$ cat src/rtl/sws_pkg.sv
package sws_pkg;

    // Controller states of the slot generator
    typedef enum logic [1:0] {
        ST_IDLE      = 2'd0,
        ST_LOW_PULSE = 2'd1,
        ST_RELEASED  = 2'd2,
        ST_RECOVER   = 2'd3
    } sws_state_e;

    // Request fields captured at acceptance
    typedef struct packed {
        logic rd;
        logic wbit;
        logic od;
    } sws_req_t;

    // Converts a duration in tenths of a microsecond to clock cycles, rounding up
    function automatic int unsigned tenths_to_cycles(input int unsigned tenths,
                                                     input int unsigned clk_mhz);
        return (tenths * clk_mhz + 9) / 10;
    endfunction

    function automatic int unsigned max2(input int unsigned a, input int unsigned b);
        return (a > b) ? a : b;
    endfunction

endpackage

$ cat src/rtl/sws_speed_table.sv
module sws_speed_table
    import sws_pkg::*;
#(
    parameter int unsigned CW          = 10,
    parameter int unsigned REG_LOW1_C  = 60,
    parameter int unsigned REG_LOW0_C  = 640,
    parameter int unsigned REG_SLOT_C  = 700,
    parameter int unsigned REG_REC_C   = 50,
    parameter int unsigned REG_SMP_C   = 130,
    parameter int unsigned OD_LOW1_C   = 10,
    parameter int unsigned OD_LOW0_C   = 75,
    parameter int unsigned OD_SLOT_C   = 100,
    parameter int unsigned OD_REC_C    = 25,
    parameter int unsigned OD_SMP_C    = 15
) (
    input  sws_req_t        cur,
    output logic [CW-1:0]   low_len,
    output logic [CW-1:0]   slot_len,
    output logic [CW-1:0]   rec_len,
    output logic [CW-1:0]   smp_pt
);

    // The two timing tables, indexed by the captured speed bit
    logic [CW-1:0] tab_low1 [2];
    logic [CW-1:0] tab_low0 [2];
    logic [CW-1:0] tab_slot [2];
    logic [CW-1:0] tab_rec  [2];
    logic [CW-1:0] tab_smp  [2];

    assign tab_low1[0] = CW'(REG_LOW1_C);
    assign tab_low0[0] = CW'(REG_LOW0_C);
    assign tab_slot[0] = CW'(REG_SLOT_C);
    assign tab_rec[0]  = CW'(REG_REC_C);
    assign tab_smp[0]  = CW'(REG_SMP_C);
    assign tab_low1[1] = CW'(OD_LOW1_C);
    assign tab_low0[1] = CW'(OD_LOW0_C);
    assign tab_slot[1] = CW'(OD_SLOT_C);
    assign tab_rec[1]  = CW'(OD_REC_C);
    assign tab_smp[1]  = CW'(OD_SMP_C);

    logic short_low;

    always_comb begin
        // Reads and write-ones use the short pulse; only a written zero holds long
        short_low = cur.rd | cur.wbit;
        low_len   = short_low ? tab_low1[cur.od] : tab_low0[cur.od];
        slot_len  = tab_slot[cur.od];
        rec_len   = tab_rec[cur.od];
        smp_pt    = tab_smp[cur.od];
    end

endmodule

$ cat src/rtl/sws_slot_fsm.sv
module sws_slot_fsm
    import sws_pkg::*;
#(
    parameter int unsigned CW = 10
) (
    input  logic            clk,
    input  logic            rst_n,
    input  logic            req,
    input  sws_req_t        req_info,
    input  logic            line_in,
    input  logic [CW-1:0]   low_len,
    input  logic [CW-1:0]   slot_len,
    input  logic [CW-1:0]   rec_len,
    input  logic [CW-1:0]   smp_pt,
    output sws_req_t        cur,
    output logic            ready,
    output logic            pull_low,
    output logic            done,
    output logic            rd_bit
);

    sws_state_e    state, state_n;
    logic [CW-1:0] cnt;
    logic          smp_val;
    logic          at_low_end, at_slot_end, at_rec_end, in_slot, accept;

    always_comb begin
        at_low_end  = (cnt == low_len  - CW'(1));
        at_slot_end = (cnt == slot_len - CW'(1));
        at_rec_end  = (cnt == rec_len  - CW'(1));
        in_slot     = (state == ST_LOW_PULSE) || (state == ST_RELEASED);
        accept      = (state == ST_IDLE) && req;
    end

    // Next-state logic
    always_comb begin
        state_n = state;
        unique case (state)
            ST_IDLE: begin
                if (req) state_n = ST_LOW_PULSE;
            end
            ST_LOW_PULSE: begin
                if (at_slot_end)     state_n = ST_RECOVER;
                else if (at_low_end) state_n = ST_RELEASED;
            end
            ST_RELEASED: begin
                if (at_slot_end) state_n = ST_RECOVER;
            end
            ST_RECOVER: begin
                if (at_rec_end) state_n = ST_IDLE;
            end
            default: state_n = ST_IDLE;
        endcase
    end

    // State register, slot counter and request capture
    always_ff @(posedge clk) begin
        if (!rst_n) begin
            state <= ST_IDLE;
            cnt   <= '0;
            cur   <= '0;
        end else begin
            state <= state_n;
            if (accept) begin
                cur <= req_info;
            end
            if (state_n == ST_IDLE) begin
                cnt <= '0;
            end else if ((state_n != state) &&
                         ((state_n == ST_LOW_PULSE) || (state_n == ST_RECOVER))) begin
                cnt <= '0;
            end else begin
                cnt <= cnt + CW'(1);
            end
        end
    end

    // Registered outputs: line sample, result and completion strobe
    always_ff @(posedge clk) begin
        if (!rst_n) begin
            smp_val <= 1'b0;
            rd_bit  <= 1'b0;
            done    <= 1'b0;
        end else begin
            done <= (state == ST_RECOVER) && at_rec_end;
            if (in_slot && (cnt == smp_pt)) begin
                smp_val <= line_in;
            end
            if ((state == ST_RECOVER) && at_rec_end) begin
                rd_bit <= smp_val;
            end
        end
    end

    assign ready    = (state == ST_IDLE);
    assign pull_low = (state == ST_LOW_PULSE);

endmodule

$ cat src/rtl/sws_slot_master.sv
module sws_slot_master
    import sws_pkg::*;
#(
    parameter int unsigned CLK_MHZ     = 10,
    // Durations in tenths of a microsecond, regular speed
    parameter int unsigned REG_LOW1_T  = 60,
    parameter int unsigned REG_LOW0_T  = 640,
    parameter int unsigned REG_SLOT_T  = 700,
    parameter int unsigned REG_REC_T   = 50,
    parameter int unsigned REG_SMP_T   = 130,
    // Durations in tenths of a microsecond, overdrive speed
    parameter int unsigned OD_LOW1_T   = 10,
    parameter int unsigned OD_LOW0_T   = 75,
    parameter int unsigned OD_SLOT_T   = 100,
    parameter int unsigned OD_REC_T    = 25,
    parameter int unsigned OD_SMP_T    = 15
) (
    input  logic clk,
    input  logic rst_n,
    input  logic req,
    input  logic slot_rd,
    input  logic wr_bit,
    input  logic speed_od,
    output logic ready,
    output logic pull_low,
    input  logic line_in,
    output logic done,
    output logic rd_bit
);

    localparam int unsigned REG_LOW1_C = tenths_to_cycles(REG_LOW1_T, CLK_MHZ);
    localparam int unsigned REG_LOW0_C = tenths_to_cycles(REG_LOW0_T, CLK_MHZ);
    localparam int unsigned REG_SLOT_C = tenths_to_cycles(REG_SLOT_T, CLK_MHZ);
    localparam int unsigned REG_REC_C  = tenths_to_cycles(REG_REC_T,  CLK_MHZ);
    localparam int unsigned REG_SMP_C  = tenths_to_cycles(REG_SMP_T,  CLK_MHZ);
    localparam int unsigned OD_LOW1_C  = tenths_to_cycles(OD_LOW1_T,  CLK_MHZ);
    localparam int unsigned OD_LOW0_C  = tenths_to_cycles(OD_LOW0_T,  CLK_MHZ);
    localparam int unsigned OD_SLOT_C  = tenths_to_cycles(OD_SLOT_T,  CLK_MHZ);
    localparam int unsigned OD_REC_C   = tenths_to_cycles(OD_REC_T,   CLK_MHZ);
    localparam int unsigned OD_SMP_C   = tenths_to_cycles(OD_SMP_T,   CLK_MHZ);
    localparam int unsigned MAX_C      = max2(max2(REG_SLOT_C, REG_REC_C),
                                              max2(OD_SLOT_C, OD_REC_C));
    localparam int unsigned CW         = $clog2(MAX_C + 1);
    localparam int unsigned LOW_MAX_C  = max2(REG_LOW0_C, OD_LOW0_C);

    sws_req_t      req_info, cur;
    logic [CW-1:0] low_len, slot_len, rec_len, smp_pt;

    assign req_info.rd   = slot_rd;
    assign req_info.wbit = wr_bit;
    assign req_info.od   = speed_od;

    sws_speed_table #(
        .CW         (CW),
        .REG_LOW1_C (REG_LOW1_C),
        .REG_LOW0_C (REG_LOW0_C),
        .REG_SLOT_C (REG_SLOT_C),
        .REG_REC_C  (REG_REC_C),
        .REG_SMP_C  (REG_SMP_C),
        .OD_LOW1_C  (OD_LOW1_C),
        .OD_LOW0_C  (OD_LOW0_C),
        .OD_SLOT_C  (OD_SLOT_C),
        .OD_REC_C   (OD_REC_C),
        .OD_SMP_C   (OD_SMP_C)
    ) u_table (
        .cur      (cur),
        .low_len  (low_len),
        .slot_len (slot_len),
        .rec_len  (rec_len),
        .smp_pt   (smp_pt)
    );

    sws_slot_fsm #(
        .CW (CW)
    ) u_fsm (
        .clk      (clk),
        .rst_n    (rst_n),
        .req      (req),
        .req_info (req_info),
        .line_in  (line_in),
        .low_len  (low_len),
        .slot_len (slot_len),
        .rec_len  (rec_len),
        .smp_pt   (smp_pt),
        .cur      (cur),
        .ready    (ready),
        .pull_low (pull_low),
        .done     (done),
        .rd_bit   (rd_bit)
    );

endmodule

$ cat config.mk
export PLATFORM = sky130hd
export DESIGN_NAME = sws_slot_master
export DESIGN_NICKNAME = d
export VERILOG_FILES = /design/src/rtl/sws_pkg.sv /design/src/rtl/sws_speed_table.sv /design/src/rtl/sws_slot_fsm.sv /design/src/rtl/sws_slot_master.sv
export SDC_FILE = /design/constraint.sdc
export NUM_CORES = 1
export LEC_CHECK = 0
export CORE_ASPECT_RATIO = 1.25
export CORE_MARGIN = 5
export CORE_UTILIZATION = 25
export CTS_CLUSTER_DIAMETER = 200
export CTS_CLUSTER_SIZE = 30
export DETAILED_ROUTE_END_ITERATION = 10
export DONT_BUFFER_PORTS = 1
export GPL_TIMING_DRIVEN = 0
export SYNTH_ARGS = -nofsm -noshare
export SYNTH_HDL_FRONTEND = slang
export SYNTH_SLANG_ARGS = --single-unit
$ cat constraint.sdc
create_clock -name clk -period 3.2 [get_ports clk]
set_input_delay 0.64 -clock clk [delete_from_list [all_inputs] [get_ports clk]]
set_output_delay 0.64 -clock clk [all_outputs]
set_load 0.01 [all_outputs]
==> results.yml, run 1 <==
status:
  status: "completed"
worst_setup_path:
  cp_cell_sequence: "ha_1 -> or4bb_1 -> a2111oi_4 -> a21o_1 -> a311oi_1 -> o22ai_1 -> a211oi_1"
  start_kind: "register"
  cp_max_fo: 10
  critical_path.max_stage_delay_ns: 0.75
  crit_family: "compound AO/OA/AOI/OAI gates"
  critPathRequiredTime_ns: 3.29
  cp_data_arrival_time_ns: 3.03
  critPathKind: "register to register"
  r2r_start: "u_fsm.cnt[1]$_SDFF_PP0_"
  slowest_stage: "o22ai_1"
  critPathBufInv: 0
  endpoint_kind: "register"
  startpoint: "u_fsm.cnt[1]$_SDFF_PP0_"
die:
  initial_utilization_pct: 25.93
  boundaryPins: 11
  die_height_um: 85.74
  core.rowCount: 27
  fp.dieW_um: 70.60
  coreArea_mm2: 0.004425
  fp.dieArea_mm2: 0.006053
finish:
  final_core_util_pct: 28.81
  area_delta_synth_final_pct: 11.12
  multi_input_area_um2: 720.7
  final_layout_size_suffix_gt1_share_pct: 11.59
  regArea_um2: 360.3
  diodes: 0
  fill_cells: 460
  layout.nets: 151
synthesis:
  synth_area_mm2: 0.001147
  ys_warn_count: 0
  async_flop_share_pct: 0
  synth_edf_count: 0
  yosys.area.top_type_share_pct: 31.41
  avgSynthCellArea_um2: 8.562
  ys.flop_type: "dfxtp_1"
  ys_seq_area_share_pct: 31.41
  netlist.top_cell.by_area: "dfxtp_1"
  synth_area_leaders: "dfxtp_1 31%, ha_1 5.5%, nor2_1 4.9%, a211oi_1 4.6%, nand2_1 3.9%"
  synth_common_cells: "18 x dfxtp_1, 15 x nor2_1, 12 x nand2_1, 8 x nand3_1, 7 x a211oi_1"
  synth_seq_cells: 18
  yosysMostFrequentCell: "dfxtp_1"
  syn_inst: 134
  synthDistinctLibCells: 39
  syn_nets: 146
clocking:
  cts_htree_levels: 1
  clkTransAtPathRegs_ns: 0.07
  postCtsSetupBuffers: 0
  tritoncts: "yes"
  clock_latency_ns: 0.25
  root_buffer: "clkbuf_8"
  cts_buffers: 3
  cts.sinks: 18
  hold_buffers: 0
  clock_path_buffers: 2
  cts_resized: 0
timing:
  rsz0062_at_grt: "false"
  worst_pin_slew_ns: 0.9245
  fin_skew_ns: 0.001217
  hold_viol: 0
  setup_viol: 0
  fin_crit_ns: 2.946
  final_max_slew_viol_count: 0
  max_freq_ghz: 0.3395
  finalHoldWorstSlack_ns: 0.4996
  slew_headroom_pct: 38.37
  post-route-period-util_pct: 92.06
  fin_tns_setup_ns: 0
  layout_setup_ws_ns: 0.2542
route:
  routed_wl_um: 2434
  drc: 0
  drtPass1Iterations: 4
  ant_nets: 0
  initialDrtViolationCount: 30
  viasPerCell: 4.985
  vias: 977
  wl_per_cell_um: 12.42
grt:
  grt_overflow: 0
  grt_pass1_vias: 1025
  grt_max_degree: 11
  grt_pass1_wl_um: 4409
  antenna_found_initial: 0
  grt_util_all_layers_pct: 8.585
run:
  maxCapViolCount: 0
power_and_ir_drop:
  power_per_cell_area_mw_per_mm2: 555.0
  p_leak_uw: 0.0004576
  ir_worst_vdd_uv: 320.3
placed_design:
  gp_congestion: 0.8361
  dp_hpwl_um: 1859
  dp_slack_ns: 0.2649
  portBuffers: 0
min_path:
  hp-start: "rst_n"
  hp-class: "input pin to register"
through the flow:
stage,power [uW],instances,instance area [um2]
6_report,707.6,196,1275
5_1_grt,756.9,196,1275
4_1_cts,713.8,196,1275
3_5_place_dp,523.4,192,1220
3_3_place_gp,520.7,192,1220
2_1_floorplan,469.5,134,1147
flip-flops by register name, summed over array words and instances (netlist names):
register       cells
u_fsm.cnt         10
u_fsm.cur          3
u_fsm.state        2
u_fsm.done         1
u_fsm.rd_bit       1
u_fsm.smp_val      1
final timing paths:
check / to / slack [ns] / cells past startpoint
setup / recovery: u_fsm.cnt[9]$_SDFF_PP0_ / 0.25 / 7
hold / removal: u_fsm.cnt[1]$_SDFF_PP0_ / 0.50 / 2
setup reg to reg: u_fsm.cnt[9]$_SDFF_PP0_ / 0.25 / 7
hold reg to reg: u_fsm.rd_bit$_SDFFE_PN0P_ / 0.51 / 2
cell type report:
class                      count  area share (%)
tap                           58           5.692
inverter                       4           1.178
multi-input combinational    103           56.53
buffer                         9           4.024
sequential                    18           28.26
clock buffer                   4           4.318
layout by cell type (no fill, tap or decap), drive strengths merged, types with 3 or more instances in the layout:
master / instances
o2111ai: 3
nand2: 12
nor2: 15
and3: 6
inv: 3
mux2i: 3
xor2: 3
buf: 4
dfxtp: 18
a211oi: 9
nor3: 4
nand3: 8
ha: 5
xnor2: 6
a21oi: 5
o21ai: 4
clkbuf: 9
power by group:
group	leakage, uW	switching, uW	internal, uW	total (uW)
logic	0.000283	157	91.7	249
clock network	0.0000288	79.6	109	189
registers	0.000146	25.5	245	270
total	0.000458	262	446	708
routing by layer:
metal | share of wire [%] | global-route usage [%] | up-vias | wire length, um
met5 | 0 | 0 | - | 0
met4 | 0.66 | 3.077 | 0 | 16
met3 | 2.5 | 1.407 | 2 | 60
met2 | 52 | 16.52 | 16 | 1274
met1 | 44 | 9.309 | 467 | 1083
li1 | - | - | 492 | -
cell families (layout without fill, tap and decap cells):
kind of cell    Yosys count  count (layout)  share of synthesized area (%)
simple gates             59              59                          28.57
flops                    18              18                          31.41
buf+inv                  13              17                          5.778
mux                       3               3                          2.617
xor+xnor                  9               9                          7.525
fa+ha+maj                 5               5                          5.453
compound gates           27              27                          18.65
(Power assumes the default switching activity.)
==> run 2, diff against run 1 <==
RECOVER_POWER = 100   (was not set)
SLEW_MARGIN = 20   (was not set)
clock period = 2.47 ns   (was 3.2 ns; I/O delays follow)
==> run 2 against run 1 <==
Net effect:
- die area stayed put
- final cell count is 1.0% higher
- highest routed layer unchanged
- largest cell class unchanged
- combinational power is 69% higher
- non-clock buffer count is 2 higher
- clock skew is 0.0022 ns higher
- global-route usage is 0.67 points higher
- worst hold slack worse by 0.15 ns
- sequential share of layout area is 2.7 points lower
- the run now ends with setup timing left
- register-to-register slack worse by 0.28 ns
==> results.yml, run 2 (synthesis results as in run 1) <==
worst_setup_path:
  endpoint_kind: "register"
  critPathKind: "register to register"
  start_kind: "register"
  critPathRequiredTime_ns: 2.64
  cp_data_arrival_time_ns: 2.67
  cp_max_fo: 5
timing:
  setup_viol: 9
  layout_setup_ws_ns: -0.02773
  rsz0062_at_grt: "true"
  fin_skew_ns: 0.003398
  slew_headroom_pct: 64.48
  fin_crit_ns: 2.498
  max_freq_ghz: 0.4004
  hold_viol: 0
  worst_pin_slew_ns: 0.5328
  final_max_slew_viol_count: 0
  post-route-period-util_pct: 101.1
  finalHoldWorstSlack_ns: 0.3477
placed_design:
  portBuffers: 0
  placed_cell_area_mm2: 0.001222
  gp_congestion: 0.8624
  dp_hpwl_um: 1829
  dp_slack_ns: -0.2634
clocking:
  cts_htree_levels: 1
  tritoncts: "yes"
  cts.sinks: 18
  clock_latency_ns: 0.25
  clock_path_buffers: 2
  root_buffer: "clkbuf_8"
  cts_buffers: 3
  hold_buffers: 0
  clkTransAtPathRegs_ns: 0.07
power_and_ir_drop:
  p_leak_uw: 0.0005020
  p_total_uw: 1017
  power_per_cell_area_mw_per_mm2: 706.5
  ir_worst_vdd_uv: 395.8
grt:
  grt_pass1_wl_um: 4588
  grt_util_all_layers_pct: 9.255
  grt_overflow: 0
  antenna_found_initial: 0
  grt_pass1_vias: 1002
  grt_max_degree: 11
route:
  viasPerCell: 4.985
  routed_wl_um: 2583
  vias: 987
  ant_nets: 0
  drtPass1Iterations: 4
  initialDrtViolationCount: 27
  wl_per_cell_um: 13.05
  drc: 0
status:
  violations: "setup timing"
  status: "finished with violations"
finish:
  fill_cells: 453
  layout.nets: 153
  top_register: "u_fsm.cnt"
  diodes: 0
  final_common_cell: "nor2_1"
  finalInstanceArea_mm2: 0.001439
  reg_top3: "u_fsm.cnt: 10 flops, u_fsm.cur: 3 flops, u_fsm.state: 2 flops"
  largest_reg_flops: 10
  layout_common_cells: "15 x nor2_1, 14 x dfxtp_1, 12 x nand2_1"
  final_layout_size_suffix_gt1_share_pct: 28.57
  area_delta_synth_final_pct: 25.41
die:
  coreArea_mm2: 0.004425
  fp.dieArea_mm2: 0.006053
  die_height_um: 85.74
  boundaryPins: 11
  fp.dieW_um: 70.60
  core.rowCount: 27
  initial_utilization_pct: 25.93
min_path:
  hp-class: "input pin to register"
run:
  maxCapViolCount: 0
-- run 2: through the flow --
| step | util, % | TNS, ns | std cells |
|---|---|---|---|
| 2_1_floorplan | - | 0 | 134 |
| 3_3_place_gp | 27.62 | -2.414 | 192 |
| 4_1_cts | 32.29 | -0.1444 | 198 |
| 3_5_place_dp | 27.62 | -2.518 | 192 |
| 5_1_grt | 32.51 | -1.005 | 198 |
| 6_report | 32.51 | -0.1433 | 198 |
-- run 2: final timing paths --
kind | start | to | cells after the start | slack, ns
setup / recovery | u_fsm.cnt[1]$_SDFF_PP0_ | u_fsm.cnt[6]$_SDFF_PP0_ | 8 | -0.03
hold / removal | rst_n | u_fsm.cnt[1]$_SDFF_PP0_ | 2 | 0.35
setup reg to reg | u_fsm.cnt[1]$_SDFF_PP0_ | u_fsm.cnt[6]$_SDFF_PP0_ | 8 | -0.03
hold reg to reg | u_fsm.smp_val$_SDFFE_PN0P_ | u_fsm.smp_val$_SDFFE_PN0P_ | 2 | 0.50
-- run 2: metal layers --
metal  vias up  wire (um)  GRT usage (%)
met1       475       1158          11.27
met2         9       1321          15.67
met4         0         40          3.077
met3         6         63          2.579
met5         -          0              0
li1        497          -              -
-- run 2: what timing repair did --
| action | in CTS | in global routing |
|---|---|---|
| cloned | 1 | 0 |
| endpoints found under the setup margin | 10 | 10 |
| pin swaps | 17 | 2 |
| endpoints found under the hold margin | 0 | 0 |
| resized for setup | 27 | 3 |
| buffers inserted | 4 | 0 |
-- run 2: worst max-delay path: stages (launching register included) --
cell	delay (ns)
dfxtp_4	0.36
ha_4	0.13
or4bb_4	0.53
a2111oi_4	0.32
a21o_1	0.22
a311oi_4	0.06
or4_4	0.47
buf_6	0.16
a211oi_2	0.16
-- run 2: cell type report --
| type | count | area, um2 | area share (%) |
|---|---|---|---|
| Multi-Input combinational cell | 103 | 830.8 | 57.74 |
| Sequential cell | 18 | 367.9 | 25.57 |
| Tap cell | 58 | 72.57 | 5.043 |
| Buffer | 6 | 56.30 | 3.913 |
| Clock buffer | 4 | 55.05 | 3.826 |
| Timing Repair Buffer | 5 | 41.29 | 2.870 |
| Inverter | 4 | 15.01 | 1.043 |
-- run 2: where the power goes --
group          switching, uW  total (uW)  internal [uW]  leakage, uW
Clock                   98.2         240            142    0.0000288
Sequential              35.9         355            319     0.000148
Combinational            258         422            164     0.000325
Total                    392        1020            625     0.000502
==> run 3, diff against run 2 <==
PLACE_DENSITY_LB_ADDON = 0.05   (was not set)
==> run 3 against run 2 <==
Net effect:
- the run still ends with setup timing left
- maximum frequency hardly changed
- die area stayed put
- sequential share of layout area is 0.44 points higher
- total power is 0.46% higher
- critical path depth is 1 lower
- global-route usage is 1.2 points higher
- critical path type unchanged
- routed wire length is 14% higher
- sequential cell count stayed put
- combinational power is 0.9% higher
- clock-buffer cell count stayed put
- setup slack better by 0.00059 ns
- core utilization is 0.65 points higher
==> results.yml, run 3 (synthesis results as in run 1) <==
worst_setup_path:
  cp_max_fo: 5
  start_kind: "register"
  cp_data_arrival_time_ns: 2.66
  critPathRequiredTime_ns: 2.63
  endpoint_kind: "register"
  critPathKind: "register to register"
finish:
  final_common_cell: "nor2_1"
  multi_input_area_um2: 830.8
  fin_cells: 200
  largest_reg_flops: 10
  layout.nets: 155
  area_delta_synth_final_pct: 27.92
  top_register: "u_fsm.cnt"
  finalInstanceArea_mm2: 0.001468
  fill_cells: 484
  diodes: 0
  regArea_um2: 381.6
  layout_common_cells: "15 x nor2_1, 12 x nand2_1, 9 x dfxtp_1"
  final_layout_size_suffix_gt1_share_pct: 34.51
  reg_top3: "u_fsm.cnt: 10 flops, u_fsm.cur: 3 flops, u_fsm.state: 2 flops"
die:
  initial_utilization_pct: 25.93
  fp.dieW_um: 70.60
  fp.dieArea_mm2: 0.006053
  die_height_um: 85.74
  coreArea_mm2: 0.004425
  core.rowCount: 27
  boundaryPins: 11
route:
  top_layer_used: "met4"
  drc: 0
  wl_per_cell_um: 14.74
  ant_nets: 0
  routed_wl_um: 2947
  viasPerCell: 5.115
  drtPass1Iterations: 4
  vias: 1023
  dr_wl_met3_um: 115
  wl_met2_um: 1609
  wl_met1_um: 1178
  initialDrtViolationCount: 32
power_and_ir_drop:
  p_leak_uw: 0.0005211
  ir_worst_vdd_uv: 333.4
  power_per_cell_area_mw_per_mm2: 695.8
  p_total_uw: 1021
grt:
  grt_pass1_vias: 1036
  grt_overflow: 0
  grt_util_all_layers_pct: 10.46
  grt_pass1_wl_um: 4968
  grt_max_degree: 11
  antenna_found_initial: 0
timing:
  layout_setup_ws_ns: -0.02714
  fin_crit_ns: 2.497
  worst_pin_slew_ns: 0.5122
  finalHoldWorstSlack_ns: 0.3405
  fin_skew_ns: 0.002104
  max_freq_ghz: 0.4005
  fin_tns_setup_ns: -0.06428
  final_max_slew_viol_count: 0
  hold_viol: 0
  slew_headroom_pct: 65.85
  setup_viol: 4
  rsz0062_at_grt: "true"
  post-route-period-util_pct: 101.1
placed_design:
  portBuffers: 0
  dp.cells: 192
  dp_hpwl_um: 2195
  gp_congestion: 0.7905
  placed_cell_area_mm2: 0.001222
clocking:
  cts_buffers: 3
  root_buffer: "clkbuf_8"
  tritoncts: "yes"
  clock_path_buffers: 2
  cts.sinks: 18
  clock_latency_ns: 0.25
  cts_htree_levels: 1
  clkTransAtPathRegs_ns: 0.07
status:
  violations: "setup timing"
  status: "finished with violations"
run:
  maxCapViolCount: 0
min_path:
  hp-class: "input pin to register"
==> run 3: cell types whose count changed in the layout (fill, tap and decap cells not counted), sizes merged <==
cell    delta
buf        +4
clkbuf     -2
==> run 3: path summary, 6_finish.rpt <==
path / start / end / slack [ns] / cells after the start
worst min-delay path: rst_n / u_fsm.cnt[1]$_SDFF_PP0_ / 0.34 / 2
worst max register to register: u_fsm.cnt[9]$_SDFF_PP0_ / u_fsm.cnt[9]$_SDFF_PP0_ / -0.03 / 7
worst min register to register: u_fsm.smp_val$_SDFFE_PN0P_ / u_fsm.rd_bit$_SDFFE_PN0P_ / 0.51 / 2
worst max-delay path: u_fsm.cnt[9]$_SDFF_PP0_ / u_fsm.cnt[9]$_SDFF_PP0_ / -0.03 / 7
==> run 3: area by class of cell <==
cell class / instances / area share (%)
multi-input cells: 103 / 56.61
flip-flops and latches: 18 / 26.00
well taps: 58 / 4.945
repair buffers: 8 / 4.348
clock buffers: 4 / 3.751
plain buffers: 5 / 3.325
inverters: 4 / 1.023
==> run 3: layer usage <==
metal	global-route usage, %	vias up
met3	2.579	4
met5	0	-
met2	19.59	11
li1	-	500
met1	10.92	508
met4	4.615	0
==> run 3: stage by stage <==
step                      utilization (%)  setup slack, ns
after CTS                           32.43         -0.03112
final                               33.16         -0.02714
after global placement              27.62          -0.3991
after floorplan                         -          0.03814
after global routing                33.16          -0.1132
after detailed placement            27.62          -0.3920
==> run 3: timing repair <==
action	CTS	global route
gates resized for setup	31	11
setup endpoints to repair	10	10
buffers inserted	7	0
pin swaps	10	3
cloned	1	0
hold buffers	0	0
==> run 3: critical path, cell delays in order (launching register included) <==
cell,delay [ns]
dfxtp_4,0.36
or4b_4,0.54
a2111oi_4,0.40
a21o_1,0.20
a311oi_4,0.07
or4_4,0.47
buf_6,0.16
a211oi_2,0.20
==> run 3: report_power, final <==
part           total (uW)  internal, uW  leakage (uW)  switching, uW
sequential            350           315      0.000151           34.3
combinational         426           174      0.000341            253
clock                 245           142     0.0000288            104
